[src/rtl/pdm_bridge_pkg.sv]
package pdm_bridge_pkg;

  typedef struct packed {
    logic p_hs;
    logic p_ls;
    logic n_hs;
    logic n_ls;
  } gate_set_t;

  // Clamp a wide signed value into a w-bit signed range.
  function automatic logic signed [63:0] sat_clamp(input logic signed [63:0] v,
                                                   input int unsigned w);
    logic signed [63:0] hi;
    logic signed [63:0] lo;
    hi = (64'sd1 <<< (w - 1)) - 64'sd1;
    lo = -hi - 64'sd1;
    if (v > hi) return hi;
    if (v < lo) return lo;
    return v;
  endfunction

  // Feedback level fed back into the loop for a given output bit.
  function automatic logic signed [63:0] fb_level(input logic b, input int unsigned dw);
    return b ? (64'sd1 <<< (dw - 1)) : -(64'sd1 <<< (dw - 1));
  endfunction

  // Bit 1 closes the positive diagonal, bit 0 the negative one.
  function automatic gate_set_t bit_to_gates(input logic b);
    gate_set_t g;
    g.p_hs = b;
    g.p_ls = b;
    g.n_hs = ~b;
    g.n_ls = ~b;
    return g;
  endfunction

endpackage

[src/rtl/pdm_sample_hold.sv]
module pdm_sample_hold #(
  parameter int DW = 24
) (
  input  logic                 clk,
  input  logic                 rst,
  input  logic                 smp_vld,
  input  logic signed [DW-1:0] smp_in,
  output logic signed [DW-1:0] held
);
  always_ff @(posedge clk) begin
    if (rst)          held <= '0;
    else if (smp_vld) held <= smp_in;
  end
endmodule

[src/rtl/pdm_sd_loop.sv]
module pdm_sd_loop
  import pdm_bridge_pkg::*;
#(
  parameter int DW    = 24,
  parameter int IW    = 32,
  parameter int ORDER = 2
) (
  input  logic                 clk,
  input  logic                 rst,
  input  logic                 step,
  input  logic signed [DW-1:0] smp,
  output logic                 bit_q,
  output logic                 bit_vld,
  output logic signed [IW-1:0] acc_last,
  output logic                 sat_hi,
  output logic                 sat_lo
);
  localparam int SH = (ORDER > 2) ? 2 : 0;
  localparam logic signed [63:0] MAXV = (64'sd1 <<< (IW - 1)) - 64'sd1;
  localparam logic signed [63:0] MINV = -MAXV - 64'sd1;

  logic signed [63:0] fb;
  assign fb = fb_level(bit_q, DW);

  for (genvar k = 0; k < ORDER; k++) begin : g_stage
    logic signed [63:0]   stg_in;
    logic signed [63:0]   stg_fb;
    logic signed [63:0]   raw;
    logic signed [IW-1:0] acc_d;
    logic signed [IW-1:0] acc_q;

    if (k == 0) begin : g_first
      assign stg_in = 64'(smp);
      assign stg_fb = fb;
    end else begin : g_next
      assign stg_in = 64'(g_stage[k-1].acc_d) >>> SH;
      assign stg_fb = fb >>> SH;
    end

    always_comb begin
      raw   = 64'(acc_q) + stg_in - stg_fb;
      acc_d = IW'(sat_clamp(raw, IW));
    end

    always_ff @(posedge clk) begin
      if (rst)       acc_q <= '0;
      else if (step) acc_q <= acc_d;
    end
  end

  always_ff @(posedge clk) begin
    if (rst) begin
      bit_q   <= 1'b0;
      bit_vld <= 1'b0;
    end else begin
      bit_vld <= step;
      if (step) bit_q <= (g_stage[ORDER-1].acc_d >= 0);
    end
  end

  assign acc_last = g_stage[ORDER-1].acc_q;
  assign sat_hi   = g_stage[ORDER-1].raw > MAXV;
  assign sat_lo   = g_stage[ORDER-1].raw < MINV;
endmodule

[src/rtl/pdm_bridge_map.sv]
module pdm_bridge_map
  import pdm_bridge_pkg::*;
(
  input  logic      clk,
  input  logic      rst,
  input  logic      run,
  input  logic      bit_vld,
  input  logic      bit_q,
  output gate_set_t gates
);
  always_ff @(posedge clk) begin
    if (rst || !run)  gates <= '0;
    else if (bit_vld) gates <= bit_to_gates(bit_q);
  end
endmodule

[src/rtl/pdm_bridge_mod.sv]
module pdm_bridge_mod
  import pdm_bridge_pkg::*;
#(
  parameter int DW    = 24,
  parameter int IW    = 32,
  parameter int ORDER = 2
) (
  input  logic          clk,
  input  logic          rst,
  input  logic          run,
  input  logic          mod_tick,
  input  logic          smp_vld,
  input  logic [DW-1:0] smp_in,
  output logic          gate_p_hs,
  output logic          gate_p_ls,
  output logic          gate_n_hs,
  output logic          gate_n_ls
);
  logic signed [DW-1:0] held_smp;
  logic                 loop_step;
  logic                 loop_bit;
  logic                 loop_vld;
  logic signed [IW-1:0] acc_last;
  logic                 sat_hi;
  logic                 sat_lo;
  gate_set_t            gate_q;

  assign loop_step = mod_tick & run;

  pdm_sample_hold #(.DW(DW)) u_hold (
    .clk(clk), .rst(rst), .smp_vld(smp_vld), .smp_in(smp_in), .held(held_smp)
  );

  pdm_sd_loop #(.DW(DW), .IW(IW), .ORDER(ORDER)) u_loop (
    .clk(clk), .rst(rst), .step(loop_step), .smp(held_smp),
    .bit_q(loop_bit), .bit_vld(loop_vld), .acc_last(acc_last),
    .sat_hi(sat_hi), .sat_lo(sat_lo)
  );

  pdm_bridge_map u_map (
    .clk(clk), .rst(rst), .run(run), .bit_vld(loop_vld), .bit_q(loop_bit), .gates(gate_q)
  );

  assign gate_p_hs = gate_q.p_hs;
  assign gate_p_ls = gate_q.p_ls;
  assign gate_n_hs = gate_q.n_hs;
  assign gate_n_ls = gate_q.n_ls;
endmodule

[config.mk]
export PLATFORM = sky130hd
export DESIGN_NAME = pdm_bridge_mod
export DESIGN_NICKNAME = d
export VERILOG_FILES = /design/src/rtl/pdm_bridge_pkg.sv /design/src/rtl/pdm_sample_hold.sv /design/src/rtl/pdm_sd_loop.sv /design/src/rtl/pdm_bridge_map.sv /design/src/rtl/pdm_bridge_mod.sv
export SDC_FILE = /design/constraint.sdc
export NUM_CORES = 1
export LEC_CHECK = 0
export CAP_MARGIN = 20
export CORE_UTILIZATION = 49
export DETAILED_ROUTE_END_ITERATION = 16
export GPL_ROUTABILITY_DRIVEN = 0
export GPL_TIMING_DRIVEN = 0
export PLACE_DENSITY = 0.68
export SETUP_SLACK_MARGIN = 0.4
export SYNTH_ARGS = -nofsm -noshare
export SYNTH_HDL_FRONTEND = slang
export SYNTH_HIERARCHICAL = 1
export SYNTH_SLANG_ARGS = --single-unit
[constraint.sdc]
create_clock -name clk -period 10 [get_ports clk]
set_clock_uncertainty 0.2 [all_clocks]
set_input_delay 3 -clock clk [delete_from_list [all_inputs] [get_ports clk]]
set_output_delay 3 -clock clk [all_outputs]
set_load 0.01 [all_outputs]
==> metrics <==
status=finished clean; Synth Instances=1,123; WP data arrival=9000 ps; first drt pass iteration count=5; Max clock buf depth=2; first-pass GRT wire length=35,200 microns; Die Ht=134 microns; I/O Buffers=31; Starting Density=50.9%; Tmin final=approximately 9000 ps; yosys warns=6; antenna violations before repair=0; final WL=21,500 microns; io pins=33; max-slew violation count=0; full die area=between 15,000 and 20,000 sq um; GR Overflow Total=0; delay-heaviest family, CP=compound AO/OA/AOI/OAI gates; Post-Syn Area per Cell=between 7 and 8 sq um; die width=134 microns; share of post-route cells with drive strength above 1=4.44%; clk sinks=between 90 and 100; area grow syn2layout=10.6%; first-iteration detailed-routing DRC count=roughly 530; # DRC=0; actual slew at the worst max-slew pin=around 740 ps; RSZ-0062 raised after global routing=no; total CTS buffers=9; CTS tree=yes; Ant. Diodes=0; DR vias/cell=5.46; Root Buffer Master=clkbuf_16; Worst Path Class, Setup=flop to flop; CP startpoint kind=flop; H-Tree Depth=3; Worst slew margin=50.6%; vias=7,589; commonest non-fill, non-tap cell in the layout=inv_1; later-pin clock latency in the skew report=350 ps; hpwl dp=~17,000 microns; Post-layout nets=about 1,300; WP data required=approximately 10,000 ps; # setup viols final=0; Hold Fails Final Rpt=0; CP max stage cell=dfxtp_2; Placeable Area=16,800 sq um; most frequent cells in the layout=inv_1 (198), nor2_1 (117), ha_1 (111); Mapped Nets=around 1,300; Peak Freq=0.112 GHz; Netlist Area Pre-Place=8560 sq um; Global Route Usage Sum=25.0%; Setup crit end kind=flop; largest net degree at the start of global routing=17; Worst Path Buf+Inv=5; clock slew at reported path FFs=roughly 70 ps; Worst path max stage delay=660 ps; vias in the first global route=7,212; post-route clock period utilization=89.6%; CP max FO=15; row count=47; Detail Route Antenna Nets=0; Max-cap violations=0; Hold Crit Class=flop to flop; Routed WL per cell=15.5 microns; setup TNS=0 ps
[metal layers]
metal  vias to the layer above  global-route usage [%]  wire [microns]
met4                         0                    7.30             331
met5                         -                       0               0
met3                        19                    3.36             672
met1                      3539                    32.8           10400
met2                       118                    42.7           10100
li1                       3913                       -               -
[sequential cells by signal, summed over array words and instances (netlist names)]
register	count
u_loop/bit_q	1
u_loop/acc_last	32
u_map/gates	2
u_loop/g_stage.acc_q	32
u_hold/held	24
u_loop/bit_vld	1
[area by class of cell]
type,instances,area [sq um]
fillers,1666,7350
flip-flops and latches,92,1840
multi-input cells,795,5770
plain buffers,38,203
well taps,220,275
clock inverters,6,70.1
inverters,198,743
repair buffers,32,330
clock buffers,10,229
[repair_timing]
action | in CTS | in global routing
buffers inserted | 0 | 1
setup endpoints to repair | 10 | 11
resized for setup | 1 | 0
hold buffers | 0 | 0
pin swaps | 0 | 1
endpoints found under the hold margin | 0 | 0
[worst reg2reg max path, delay by kind of cell (launching register included)]
family / cells / cell delay (ps)
flops: 1 / 660
compound gates: 14 / 3240
simple gates: 7 / 2100
fa+ha+maj: 4 / 1480
buf+inv: 5 / 1150
[stage by stage]
stage / setup WS, ps / cells / hold slack, ps / instance area (sq um) / util (%)
2_1_floorplan: 2520 / 1123 / 253 / 8560 / -
3_3_place_gp: 425 / 1374 / 268 / 9150 / 54.4
3_5_place_dp: 390 / 1374 / 276 / 9150 / 54.4
4_1_cts: 790 / 1390 / 287 / 9450 / 56.2
5_1_grt: 466 / 1391 / 301 / 9470 / 56.3
6_report: 1040 / 1391 / 284 / 9470 / 56.3
[path summary, 6_finish.rpt]
kind / from / end / slack, ps / depth (start not counted)
worst min-delay path: u_loop/g_stage[0].acc_q[8]$_SDFFE_PP0P_ / u_loop/g_stage[0].acc_q[8]$_SDFFE_PP0P_ / 280 / 2
worst max-delay path: u_loop/bit_q$_SDFFE_PP0P_ / u_loop/acc_last[2]$_SDFFE_PP0P_ / 1040 / 30
worst max register to register: u_loop/bit_q$_SDFFE_PP0P_ / u_loop/acc_last[2]$_SDFFE_PP0P_ / 1040 / 30
worst min register to register: u_loop/g_stage[0].acc_q[8]$_SDFFE_PP0P_ / u_loop/g_stage[0].acc_q[8]$_SDFFE_PP0P_ / 280 / 2
Power is left out: the tool's default activity adds up to more than one toggle a clock period on the data nets, which glitch-free logic cannot reach.
